**config.mk**
```make
export PLATFORM = sky130hd
export DESIGN_NAME = uclk_div_ctrl
export DESIGN_NICKNAME = d
export VERILOG_FILES = /design/src/rtl/uclk_pkg.sv /design/src/rtl/uclk_ctl_reg.sv /design/src/rtl/uclk_pre3.sv /design/src/rtl/uclk_bin_chain.sv /design/src/rtl/uclk_div_ctrl.sv
export SDC_FILE = /design/constraint.sdc
export NUM_CORES = 1
export LEC_CHECK = 0
export BUFFER_PORTS_ARGS = -buffer_cell sky130_fd_sc_hd__buf_4
export CAP_MARGIN = 15
export CELL_PAD_IN_SITES_DETAIL_PLACEMENT = 1
export CELL_PAD_IN_SITES_GLOBAL_PLACEMENT = 1
export CORE_ASPECT_RATIO = 0.9
export CORE_MARGIN = 3
export CORE_UTILIZATION = 44
export DETAILED_ROUTE_END_ITERATION = 6
export GPL_TIMING_DRIVEN = 0
export PLACE_DENSITY = 0.86
export SLEW_MARGIN = 40
export SYNTH_ARGS = -nofsm -noshare
export SYNTH_HDL_FRONTEND = slang
export SYNTH_SLANG_ARGS = --single-unit
```
**constraint.sdc**
```tcl
create_clock -name clk -period 4.15 [get_ports clk]
set_clock_uncertainty 0.1 [all_clocks]
set_input_delay 0.83 -clock clk [delete_from_list [all_inputs] [get_ports clk]]
set_output_delay 0.83 -clock clk [all_outputs]
set_load 0.005 [all_outputs]
```
**src/rtl/uclk_pkg.sv**
```systemverilog
package uclk_pkg;
  // phase of the divide-by-three stage
  typedef enum logic [1:0] {
    PH0 = 2'd0,
    PH1 = 2'd1,
    PH2 = 2'd2
  } ph3_e;

  // control field positions relative to the exponent width
  function automatic int triple_pos(input int exp_w);
    return exp_w;
  endfunction

  function automatic int wdog_pos(input int exp_w);
    return exp_w + 1;
  endfunction
endpackage

```
**src/rtl/uclk_ctl_reg.sv**
```systemverilog
module uclk_ctl_reg #(
  parameter int          DATA_W = 8,
  parameter int          ADDR_W = 8,
  parameter int          CTL_W  = 6,
  parameter logic [7:0]  PORT   = 8'h6D
) (
  input  logic              clk,
  input  logic              rst_n,
  input  logic              io_wr,
  input  logic              io_rd,
  input  logic [ADDR_W-1:0] io_addr,
  input  logic [DATA_W-1:0] io_wdata,
  output logic [CTL_W-1:0]  ctl_q,
  output logic [DATA_W-1:0] io_rdata
);
  localparam int PAD_W = DATA_W - CTL_W;

  logic hit;
  logic [DATA_W-1:0] rd_word;

  assign hit = (io_addr == PORT[ADDR_W-1:0]);

  always_ff @(posedge clk or negedge rst_n) begin
    if (!rst_n) begin
      ctl_q <= '0;
    end else if (io_wr && hit) begin
      ctl_q <= io_wdata[CTL_W-1:0];
    end
  end

  generate
    if (PAD_W > 0) begin : g_pad
      assign rd_word = {{PAD_W{1'b0}}, ctl_q};
    end else begin : g_nopad
      assign rd_word = ctl_q[DATA_W-1:0];
    end
  endgenerate

  assign io_rdata = (io_rd && hit) ? rd_word : '0;

  AST_WR_LOAD: assert property (@(posedge clk) disable iff (!rst_n)
    (io_wr && hit) |=> (ctl_q == $past(io_wdata[CTL_W-1:0])));
  AST_NO_WR_HOLD: assert property (@(posedge clk) disable iff (!rst_n)
    !(io_wr && hit) |=> $stable(ctl_q));
endmodule

```
**src/rtl/uclk_pre3.sv**
```systemverilog
module uclk_pre3
  import uclk_pkg::*;
(
  input  logic clk,
  input  logic rst_n,
  input  logic tri_en,
  input  logic clr,
  output logic pre_tick,
  output logic ph_zero
);
  ph3_e ph_q, ph_d;

  always_comb begin
    ph_d = ph_q;
    if (clr || !tri_en) begin
      ph_d = PH0;
    end else begin
      unique case (ph_q)
        PH0:     ph_d = PH1;
        PH1:     ph_d = PH2;
        default: ph_d = PH0;
      endcase
    end
  end

  always_ff @(posedge clk or negedge rst_n) begin
    if (!rst_n) ph_q <= PH0;
    else        ph_q <= ph_d;
  end

  assign pre_tick = !tri_en || (ph_q == PH2);
  assign ph_zero  = (ph_q == PH0);

  AST_PH_LEGAL: assert property (@(posedge clk) disable iff (!rst_n)
    ph_q != ph3_e'(2'd3));
  AST_BYPASS_IDLE: assert property (@(posedge clk) disable iff (!rst_n)
    !tri_en |=> (ph_q == PH0));
endmodule

```
**src/rtl/uclk_bin_chain.sv**
```systemverilog
module uclk_bin_chain #(
  parameter int EXP_W = 4
) (
  input  logic             clk,
  input  logic             rst_n,
  input  logic             step,
  input  logic [EXP_W-1:0] exp_n,
  output logic             wrap,
  output logic             low_half
);
  localparam int MAX_EXP = (1 << EXP_W) - 1;
  localparam int CNT_W   = (MAX_EXP > 0) ? MAX_EXP : 1;

  logic [CNT_W-1:0] cnt_q;
  logic [CNT_W:0]   span;
  logic [CNT_W-1:0] limit;
  logic [EXP_W-1:0] half_idx;

  assign span     = ({{CNT_W{1'b0}}, 1'b1} << exp_n);
  assign limit    = span[CNT_W-1:0] - 1'b1;
  assign wrap     = step && (cnt_q == limit);
  assign half_idx = exp_n - 1'b1;
  assign low_half = (exp_n == '0) ? 1'b1 : !cnt_q[half_idx];

  always_ff @(posedge clk or negedge rst_n) begin
    if (!rst_n)    cnt_q <= '0;
    else if (wrap) cnt_q <= '0;
    else if (step) cnt_q <= cnt_q + 1'b1;
  end

  AST_CNT_BOUND: assert property (@(posedge clk) disable iff (!rst_n)
    cnt_q <= limit);
  AST_WRAP_CLEARS: assert property (@(posedge clk) disable iff (!rst_n)
    wrap |=> (cnt_q == '0));
endmodule

```
**src/rtl/uclk_div_ctrl.sv**
```systemverilog
module uclk_div_ctrl
  import uclk_pkg::*;
#(
  parameter int         EXP_W  = 4,
  parameter int         DATA_W = 8,
  parameter int         ADDR_W = 8,
  parameter logic [7:0] PORT   = 8'h6D
) (
  input  logic              clk,
  input  logic              rst_n,
  input  logic              io_wr,
  input  logic              io_rd,
  input  logic [ADDR_W-1:0] io_addr,
  input  logic [DATA_W-1:0] io_wdata,
  output logic [DATA_W-1:0] io_rdata,
  output logic              wdog_en,
  output logic              div_clk,
  output logic              div_tick
);
  localparam int TRI_BIT = triple_pos(EXP_W);
  localparam int WD_BIT  = wdog_pos(EXP_W);
  localparam int CTL_W   = WD_BIT + 1;
  localparam int CODE_W  = EXP_W + 1;

  logic [CTL_W-1:0]  ctl_q;
  logic [CODE_W-1:0] act_q;
  logic              act_tri;
  logic [EXP_W-1:0]  act_exp;
  logic              pre_tick, ph_zero, wrap, low_half;
  logic              period_end;

  uclk_ctl_reg #(
    .DATA_W(DATA_W), .ADDR_W(ADDR_W), .CTL_W(CTL_W), .PORT(PORT)
  ) u_reg (
    .clk(clk), .rst_n(rst_n), .io_wr(io_wr), .io_rd(io_rd),
    .io_addr(io_addr), .io_wdata(io_wdata),
    .ctl_q(ctl_q), .io_rdata(io_rdata)
  );

  assign act_tri = act_q[TRI_BIT];
  assign act_exp = act_q[EXP_W-1:0];

  uclk_pre3 u_pre3 (
    .clk(clk), .rst_n(rst_n), .tri_en(act_tri), .clr(period_end),
    .pre_tick(pre_tick), .ph_zero(ph_zero)
  );

  uclk_bin_chain #(.EXP_W(EXP_W)) u_chain (
    .clk(clk), .rst_n(rst_n), .step(pre_tick), .exp_n(act_exp),
    .wrap(wrap), .low_half(low_half)
  );

  assign period_end = wrap;

  // active ratio is only reloaded on a period boundary
  always_ff @(posedge clk or negedge rst_n) begin
    if (!rst_n)          act_q <= '0;
    else if (period_end) act_q <= ctl_q[CODE_W-1:0];
  end

  assign div_tick = period_end;
  assign div_clk  = (act_tri && (act_exp == '0)) ? ph_zero : low_half;
  assign wdog_en  = ctl_q[WD_BIT];

  AST_ACT_HOLD: assert property (@(posedge clk) disable iff (!rst_n)
    !period_end |=> $stable(act_q));
  AST_TICK_LOW: assert property (@(posedge clk) disable iff (!rst_n)
    (div_tick && (act_q != '0)) |-> !div_clk);
  AST_WDOG_WRITE: assert property (@(posedge clk) disable iff (!rst_n)
    (io_wr && (io_addr == PORT[ADDR_W-1:0])) |=> (wdog_en == $past(io_wdata[WD_BIT])));
  AST_UNIT_TICK: assert property (@(posedge clk) disable iff (!rst_n)
    (act_q == '0) |-> (div_tick && div_clk));
endmodule

```
==> flow_metrics.py, run 1 <==
metrics = {
    "worst_setup_path": {
        "r2r_cells": 14,
        "cp.arrival_ns": 3.02,
        "reg2reg_from": "act_q[0]",
        "path_class": "flip-flop to output pin",
        "start_kind": "flip-flop",
        "r2r_end": "act_q[3]",
        "r2r_setup_slack_ns": 0.43,
        "required_ns": 3.22,
        "worstSetupEndpointType": "output pin",
        "critPathMaxFanout": 8,
    },
    "detailed_routing": {
        "met1Wirelength_um": 3160,
        "highest_layer": "met4",
        "ant_nets": 0,
        "vias": 2259,
        "post_drt_wl_per_cell_um": 19.29,
        "wl_met3_um": 328,
        "drcViolationCount": 0,
        "finalWirelength_um": 7097,
        "drt-pass1-iter-count": 4,
        "drt-initial-drc-count": 190,
        "dr_wl_met2_um": 3541,
        "vias_per_cell": 6.139,
    },
    "timing": {
        "rsz0062_at_grt": "no",
        "setup_violations": 0,
        "fin_tns_setup_ns": 0,
        "hold_viol": 0,
        "worstMarginPinSlew_ns": 0.7808,
        "finalMaxSlewViolations": 0,
        "fin_crit_ns": 3.945,
        "slew_headroom": 0.4721,
        "period_share": 0.9507,
        "max_freq_mhz": 253.5,
    },
    "place": {
        "placed_area_um2": 2679,
        "gp_congestion": 0.9342,
        "hpwl_um": 5200,
        "numPortBuffers": 26,
        "dp.cells": 361,
    },
    "grt": {
        "grt_first_pass_wirelength_um": 11880,
        "antenna_found_initial": 0,
        "grt_start_max_net_pins": 29,
        "grt_pass1_vias": 2306,
        "grt_util_all_layers": 0.2280,
        "grt_remaining_overflow": 0,
    },
    "finish": {
        "finalNonFillerCells": 368,
        "num-fill-cells": 600,
        "diodes": 0,
        "fin_area_um2": 2805,
        "postLayoutCoreUtil": 0.5561,
        "final_layout_size_suffix_gt1_frac": 0.2508,
        "nets": 331,
        "area_delta_synth_final_pct": 16.95,
    },
    "die": {
        "die_x_um": 83.83,
        "io_pins": 31,
        "dieArea_um2": 6374,
        "rows": 24,
        "start_util": 0.4754,
        "die_h_um": 76.05,
        "coreArea_um2": 5045,
    },
    "logic_synthesis": {
        "synthTopCellsByArea": "dfrtp_1 (29%), xnor2_1 (5.5%), nor2_1 (3.9%)",
        "ys_seq_area_frac": 0.2921,
        "synthArstFlopShare": 1.000,
        "synth_top_area_frac": 0.2921,
        "netlist_area_um2": 2399,
        "synth_top_area_cell": "dfrtp_1",
        "synth_edf_count": 0,
        "yosysWarnings": 0,
        "synthDistinctLibCells": 63,
        "synthFlopType": "dfrtp_1",
        "postSynthAreaPerCell_um2": 8.917,
        "ys_seq_elements": 28,
        "syn-instance-count": 269,
    },
    "clock_tree": {
        "cts.clk_slew.worst_paths_ns": 0.10,
        "numClockSinks": 28,
        "cts_tree": "yes",
        "cts_buffers": 3,
        "clk_path_buf_depth": 2,
        "h-tree-depth": 1,
        "cts_root_buffer": "clkbuf_8",
        "clk-insertion-delay-late_ns": 0.29,
    },
    "power": {
        "p_per_area_nw_per_um2": 495.1,
        "ir_drop_v": 0.0003489,
        "leakagePower_nw": 1.221,
    },
    "hold_path": {
        "hold_path_class": "input port to async pin",
    },
    "run": {
        "maxCapViolations": 0,
    },
    "outcome": {
        "status": "complete, no violations",
    },
}
[final cells by class]
type                    count  area [um^2]  area share
multi-input cells         211         1568      0.5589
flip-flops and latches     28        701.9      0.2502
repair buffers             31        232.7     0.08296
plain buffers              22        123.9     0.04416
well taps                  65        81.33     0.02899
clock buffers               3        41.29     0.01472
clock inverters             1        30.03     0.01070
inverters                   7        26.28    0.009367
[per-layer routing]
layer,track usage,vias to the layer above
met5,0,-
met4,0.03859,0
met3,0.02378,8
met2,0.3895,57
met1,0.3166,1141
li1,-,1053
[sequential cells by signal, indices dropped and copies added, names as in the netlist]
name / flops
act_q: 5
u_chain.cnt_q: 15
u_pre3.ph_q: 2
u_reg.ctl_q: 6
[critical path, cell delays in order (launching register included)]
cell and delay [ns]:
dfrtp_2 0.43, inv_2 0.10, ha_1 0.15, clkbuf_4 0.18
or3b_4 0.44, ha_2 0.30, xnor2_1 0.13, a221oi_2 0.22
nand4_1 0.22, nor3_2 0.15, nand3_1 0.09, nor3_1 0.19
buf_4 0.14
[kinds of logic after synthesis]
family / synth area share
simple gates: 0.2817
compound gates: 0.1414
buf+inv: 0.06312
flops: 0.2921
xor+xnor: 0.09129
mux: 0.09233
fa+ha+maj: 0.03651
other cells: 0.001563
[cells in the mapped netlist (all sizes together), types with 3 or more instances]
cell     n
o21ai    8
dfrtp   28
nor3b    6
xor2    10
nand4    3
a211o    3
nand3b   3
inv      7
ha       7
nand2   14
mux2    11
nor4     3
nor3     8
a31oi    3
or3      3
xnor2   15
buf     14
nand4b   6
mux2i    3
a21oi   10
nor2    25
nand2b   4
mux4     3
and3     8
nand3   13
clkbuf  10
[report_power, final]
part / internal [mW] / switching (mW) / leakage, nW
Clock: 0.129 / 0.0924 / 0.0357
Combinational: 0.360 / 0.438 / 0.807
Sequential: 0.315 / 0.0542 / 0.378
[timing repair]
item                                    4_1_cts  5_1_grt
buffers inserted                              4        1
cloned                                        0        0
endpoints found under the setup margin        1        1
gates resized for setup                       4        7
pin swaps                                     1        1
hold buffers                                  0        0
[worst max-delay path by stage]
stage / start / endpoint / slack [ns] / depth (start not counted)
finish: act_q[0] / div_tick / 0.20 / 12
global route: act_q[3] / div_tick / 0.04 / 12
CTS: act_q[0] / div_tick / 0.05 / 13
detailed placement: act_q[0] / div_tick / 0.09 / 13
global placement: act_q[0] / div_tick / 0.11 / 13
floorplan: act_q[0] / div_tick / 0.67 / 12
[stage by stage]
step	power [mW]	hold WS [ns]	setup WS, ns
final	1.389	0.3439	0.2045
after global routing	1.488	0.3541	0.04124
after CTS	1.354	0.3597	0.04599
after detailed placement	1.099	0.3734	0.08618
after global placement	1.077	0.3501	0.1091
after floorplan	0.9196	0.3300	0.6698
[cell usage in the layout, fill, tap and decap left out, drive strengths merged, types with 3 or more instances in the layout]
| cell | n |
|---|---|
| nor2 | 25 |
| mux2i | 3 |
| inv | 7 |
| or3 | 3 |
| ha | 7 |
| a211o | 3 |
| nand4 | 3 |
| nand4b | 6 |
| a31oi | 3 |
| nand2 | 14 |
| nor3b | 6 |
| o21ai | 8 |
| nor3 | 8 |
| nor4 | 3 |
| xnor2 | 15 |
| nand3 | 13 |
| a21oi | 10 |
| clkbuf | 13 |
| and3 | 8 |
| mux2 | 11 |
| nand2b | 4 |
| xor2 | 10 |
| mux4 | 3 |
| nand3b | 3 |
| dfrtp | 28 |
| buf | 43 |
Power figures use the tool's default switching activity.
==> inputs of run 2 (changes only) <==
RECOVER_POWER = 50   (was default)
==> flow_metrics.py, run 2 (synthesis gave the netlist of run 1 again) <==
metrics = {
    "detailed_routing": {
        "drt-initial-drc-count": 223,
        "drcViolationCount": 0,
        "vias": 2260,
        "post_drt_wl_per_cell_um": 19.26,
        "finalWirelength_um": 7087,
        "drt-pass1-iter-count": 4,
        "vias_per_cell": 6.141,
        "ant_nets": 0,
    },
    "die": {
        "start_util": 0.4754,
        "die_h_um": 76.05,
        "dieArea_um2": 6374,
        "die_x_um": 83.83,
        "coreArea_um2": 5045,
        "io_pins": 31,
        "rows": 24,
    },
    "power": {
        "power_mw": 1.387,
        "p_per_area_nw_per_um2": 495.2,
        "ir_drop_v": 0.0003484,
        "leakagePower_nw": 1.216,
    },
    "worst_setup_path": {
        "path_buf_inv": 3,
        "start_kind": "flip-flop",
        "cp.depth": 12,
        "critPathMaxFanout": 8,
        "reg2reg_from": "act_q[0]",
        "required_ns": 3.22,
        "r2r_cells": 14,
        "crit_family": "simple AND/OR/NAND/NOR gates",
        "path_class": "flip-flop to output pin",
        "path_cells": "inv_2 -> ha_1 -> clkbuf_4 -> or3b_4 -> ha_2 -> xnor2_1 -> a221oi_2 -> nand4_1 -> nor3_2 -> nand3_1 -> nor3_1 -> buf_4",
        "max_stage_delay_ns": 0.44,
        "critPathLaunch": "act_q[0]",
        "worstSetupEndpointType": "output pin",
        "cp_slowest_cell": "or3b_4",
        "cp.arrival_ns": 3.03,
    },
    "clock_tree": {
        "cts.clk_slew.worst_paths_ns": 0.10,
        "h-tree-depth": 1,
        "clk_path_buf_depth": 2,
        "hold_buffers": 0,
        "clk-insertion-delay-late_ns": 0.28,
        "cts_root_buffer": "clkbuf_8",
        "cts_tree": "yes",
        "cts_buffers": 3,
        "numClockSinks": 28,
    },
    "finish": {
        "final_layout_size_suffix_gt1_frac": 0.2475,
        "finalNonFillerCells": 368,
        "largest_register_ffs": 15,
        "num-fill-cells": 602,
        "top_regs": "u_chain.cnt_q x15, u_reg.ctl_q x6, act_q x5",
        "diodes": 0,
        "largest-register": "u_chain.cnt_q",
        "area_delta_synth_final_pct": 16.80,
        "postLayoutCoreUtil": 0.5553,
        "nets": 331,
        "layout_commonest_cell": "buf_4",
        "final_cell_mix": "buf_4 (33), dfrtp_1 (27), nor2_1 (25), xnor2_1 (15), nand2_1 (14)",
    },
    "timing": {
        "slew_headroom": -0.004014,
        "worstMarginPinSlew_ns": 1.506,
        "setup_violations": 0,
        "period_share": 0.9546,
        "timing.final.ws_setup_ns": 0.1885,
        "finalMaxSlewViolations": 28,
        "fin_tns_setup_ns": 0,
        "rsz0062_at_grt": "no",
        "hold_viol": 0,
        "fin_crit_ns": 3.962,
        "max_freq_mhz": 252.4,
    },
    "hold_path": {
        "hold_depth": 1,
        "hold_path_class": "flip-flop to flip-flop",
        "min-delay-start": "u_pre3.ph_q[0]",
    },
    "place": {
        "numPortBuffers": 26,
        "dpl_worst_slack_ns": 0.08618,
        "gp_congestion": 0.9342,
        "hpwl_um": 5200,
        "dp.cells": 361,
    },
    "grt": {
        "grt_first_pass_wirelength_um": 11880,
        "grt_pass1_vias": 2306,
        "grt_util_all_layers": 0.2280,
        "antenna_found_initial": 0,
        "grt_start_max_net_pins": 29,
        "grt_remaining_overflow": 0,
    },
    "outcome": {
        "violations": "max-capacitance violations, max-slew violations",
        "status": "finished with violations",
    },
    "run": {
        "maxCapViolations": 1,
    },
}
run 2: cell count changes in the layout (fill, tap and decap cells not counted):
cell and change:
clkbuf_4 +2, clkbuf_1 +1, buf_4 -3
run 2: layout make-up:
type                            count  area [um^2]  share of cell area
Buffer                             22        123.9             0.04422
Tap cell                           65        81.33             0.02903
Clock inverter                      1        30.03             0.01072
Timing Repair Buffer               31        229.0             0.08173
Inverter                            7        26.28            0.009379
Sequential cell                    28        701.9              0.2506
Multi-Input combinational cell    211         1568              0.5596
Clock buffer                        3        41.29             0.01474
run 2: worst reg2reg max path: cells and delay by family (launching register included):
kind / cells / cell delay, ns
buffers and inverters: 5 / 0.80
XOR/XNOR: 1 / 0.13
flip-flops: 1 / 0.43
AND/OR/NAND/NOR: 3 / 0.88
AO/OA/AOI/OAI: 2 / 0.48
multiplexers: 1 / 0.34
adder cells (fa/ha/maj): 2 / 0.45
run 2: worst paths after layout:
check	slack, ns	endpoint
min in group asynchronous	0.79	u_pre3.ph_q[1]
setup reg to reg	0.43	act_q[3]
max in group asynchronous	2.18	act_q[0]
setup / recovery	0.19	div_tick
hold reg to reg	0.39	u_pre3.ph_q[0]
hold / removal	0.39	u_pre3.ph_q[0]
run 2: stage by stage:
step | area [um^2] | hold slack (ns)
after floorplan | 2402 | 0.3300
after global placement | 2679 | 0.3501
after detailed placement | 2679 | 0.3734
after CTS | 2789 | 0.3597
after global routing | 2801 | 0.4328
final | 2801 | 0.3872
run 2: metal layers:
metal | part of all wire | vias up | track usage
met2 | 0.50 | 48 | 0.3895
met4 | 0.0095 | 0 | 0.03859
met5 | 0 | - | 0
li1 | - | 1056 | -
met1 | 0.45 | 1148 | 0.3166
met3 | 0.043 | 8 | 0.02378
run 2: what timing repair did:
action                                  4_1_cts  5_1_grt
gates cloned                                  0        0
resized for setup                             4        7
endpoints found under the setup margin        1        1
endpoints found under the hold margin         0        0
buffers inserted                              4        1
pin swaps                                     1        1
run 2: report_power, final:
| group | internal, mW | switching (mW) |
|---|---|---|
| Combinational | 0.360 | 0.438 |
| Clock | 0.129 | 0.0915 |
| Sequential | 0.315 | 0.0539 |
==> inputs of run 3 (changes only) <==
ABC_AREA = 1   (was default)
CORE_UTILIZATION = 41   (was 44)
RECOVER_POWER = default   (was 50)
==> flow_metrics.py, run 3 <==
metrics = {
    "worst_setup_path": {
        "path_class": "flip-flop to output pin",
        "start_kind": "flip-flop",
        "cp.arrival_ns": 2.95,
        "required_ns": 3.22,
        "critPathMaxFanout": 10,
        "worstSetupEndpointType": "output pin",
    },
    "power": {
        "p_sw_frac": 0.5616,
        "leakagePower_nw": 1.753,
        "p_per_area_nw_per_um2": 688.6,
        "internal_power_mw": 0.9195,
        "power.switching_mw": 1.178,
        "combPwrFrac": 0.734,
        "clkPwrFrac": 0.084,
        "p_seq_frac": 0.183,
        "ir_drop_v": 0.0002261,
    },
    "logic_synthesis": {
        "synth_xor_xnor_area_share": 0.05238,
        "ys_seq_area_frac": 0.2643,
        "yosys.area_share.adder": 0.03303,
        "synthFlopType": "dfrtp_1",
        "ys_seq_elements": 28,
        "synth_top_area_cell": "dfrtp_1",
        "synth_top_family_by_area": "simple AND/OR/NAND/NOR gates",
        "synth-simple-area-share": 0.4309,
        "netlist_area_um2": 2651,
        "synthTopCellsByArea": "dfrtp_1 (26%), nand2_1 (20%), inv_1 (11%)",
        "yosysMostFrequentCell": "nand2_1",
        "synth_top_area_frac": 0.2643,
        "synth_edf_count": 0,
        "synthArstFlopShare": 1.000,
        "yosysWarnings": 0,
        "synthDistinctLibCells": 30,
        "synth_common_cells": "nand2_1 (140), inv_1 (78), nand3_1 (43), nor2_1 (37), dfrtp_1 (28)",
        "synthMuxAreaShare": 0.02548,
        "postSynthAreaPerCell_um2": 6.137,
        "syn-instance-count": 432,
        "synth_compound_area_frac": 0.05238,
    },
    "detailed_routing": {
        "drt-initial-drc-count": 120,
        "drcViolationCount": 0,
        "post_drt_wl_per_cell_um": 14.67,
        "drt-pass1-iter-count": 4,
        "vias_per_cell": 5.056,
        "vias": 2786,
        "finalWirelength_um": 8083,
        "ant_nets": 0,
    },
    "clock_tree": {
        "cts.clk_slew.worst_paths_ns": 0.10,
        "cts_root_buffer": "clkbuf_8",
        "clk-insertion-delay-late_ns": 0.28,
        "cts_tree": "yes",
        "clk_path_buf_depth": 2,
        "cts_buffers": 3,
        "h-tree-depth": 1,
        "numClockSinks": 28,
    },
    "finish": {
        "final_cell_mix": "nand2_1 (140), inv_1 (76), nand3_1 (43), nor2_1 (35), buf_4 (29)",
        "area_delta_synth_final_pct": 14.87,
        "final_layout_size_suffix_gt1_frac": 0.1422,
        "diodes": 0,
        "layout_commonest_cell": "nand2_1",
        "top_regs": "u_chain.cnt_q x15, u_reg.ctl_q x6, act_q x5",
        "nets": 492,
        "largest-register": "u_chain.cnt_q",
        "largest_register_ffs": 15,
    },
    "run": {
        "maxCapViolations": 0,
    },
    "die": {
        "die_h_um": 82.29,
        "dieArea_um2": 7469,
        "rows": 27,
        "die_x_um": 90.77,
        "coreArea_um2": 6182,
        "io_pins": 31,
        "start_util": 0.4289,
    },
    "outcome": {
        "status": "complete, no violations",
    },
    "grt": {
        "grt_remaining_overflow": 0,
        "grt_start_max_net_pins": 29,
        "grt_util_all_layers": 0.2225,
        "grt_first_pass_wirelength_um": 13430,
        "antenna_found_initial": 0,
        "grt_pass1_vias": 2777,
    },
    "place": {
        "hpwl_um": 6605,
        "gp_congestion": 0.8418,
        "numPortBuffers": 26,
        "dpl_worst_slack_ns": 0.1313,
    },
    "timing": {
        "worstMarginPinSlew_ns": 0.5443,
        "setup_violations": 0,
        "holdWs_ns": 0.3491,
        "timing.final.ws_setup_ns": 0.2727,
        "max_freq_mhz": 257.9,
        "fin_crit_ns": 3.877,
        "slew_headroom": 0.6333,
        "hold_viol": 0,
        "fin_tns_setup_ns": 0,
        "finalMaxSlewViolations": 0,
        "rsz0062_at_grt": "no",
        "period_share": 0.9343,
    },
    "hold_path": {
        "hold_path_class": "input port to async pin",
    },
}
[run 3: path summary, 6_finish.rpt]
kind                                 from              to  slack, ns  depth (start not counted)
hold reg to reg            u_pre3.ph_q[1]  u_pre3.ph_q[0]       0.37                          1
hold / removal                      rst_n  u_reg.ctl_q[2]       0.35                          1
min in group clk           u_pre3.ph_q[1]  u_pre3.ph_q[0]       0.37                          1
setup / recovery                 act_q[1]        div_tick       0.27                         18
max in group asynchronous           rst_n        act_q[0]       3.31                          1
setup reg to reg                 act_q[1]        act_q[0]       1.26                         18
[run 3: metrics by stage]
step,util,cell area [um^2],cells,power (mW)
6_report,0.4926,3045,551,2.097
5_1_grt,0.4926,3045,551,2.346
4_1_cts,0.4896,3027,551,2.082
3_5_place_dp,0.4786,2959,546,1.874
3_3_place_gp,0.4786,2959,546,1.817
2_1_floorplan,-,2655,433,1.484
[run 3: logic make-up (layout without fill, tap and decap cells)]
family,after synthesis,after routing
other cells,1,2
xor+xnor,15,15
compound gates,27,27
buf+inv,92,123
simple gates,256,256
mux,6,6
fa+ha+maj,7,7
flops,28,28
[run 3: final cells by class]
| class | instances | area [um^2] |
|---|---|---|
| Sequential cell | 28 | 701.9 |
| Multi-Input combinational cell | 313 | 1603 |
| Buffer | 9 | 60.06 |
| Inverter | 83 | 314.1 |
| Fill cell | 884 | 3137 |
| Tap cell | 87 | 108.9 |
| Clock buffer | 4 | 55.05 |
| Timing Repair Buffer | 27 | 202.7 |
[run 3: power groups by stage]
stage          clock network, mW  registers, mW  logic, mW
2_1_floorplan                  0          0.366       1.12
3_3_place_gp                   0          0.381       1.44
3_5_place_dp                   0          0.385       1.49
4_1_cts                    0.180          0.381       1.52
5_1_grt                    0.194          0.392       1.76
6_report                   0.175          0.383       1.54
[run 3: routing by layer]
layer | global-route usage | up-vias | part of all wire
li1 | - | 1403 | -
met1 | 0.3070 | 1336 | 0.49
met2 | 0.3879 | 39 | 0.48
met3 | 0.01721 | 8 | 0.028
met4 | 0.04434 | 0 | 0.010
met5 | 0 | - | 0
[run 3: what timing repair did]
item,4_1_cts,5_1_grt
pin swaps,1,0
hold buffers,0,0
hold endpoints to repair,0,0
setup buffers,1,0
resized for setup,3,6
endpoints found under the setup margin,1,1
[run 3: worst max-delay path, cell delays in order, from the launching register on]
cell,delay [ns]
dfrtp_1,0.43
inv_2,0.12
ha_2,0.25
nand3_1,0.15
ha_1,0.33
inv_1,0.04
nand2_1,0.07
nand2_1,0.05
nor2_1,0.10
nand3_1,0.07
nor2_1,0.10
nand2_1,0.08
nor2_2,0.14
nand2_1,0.08
nor2_2,0.13
nand4_4,0.16
buf_6,0.19
inv_1,0.05
buf_4,0.10
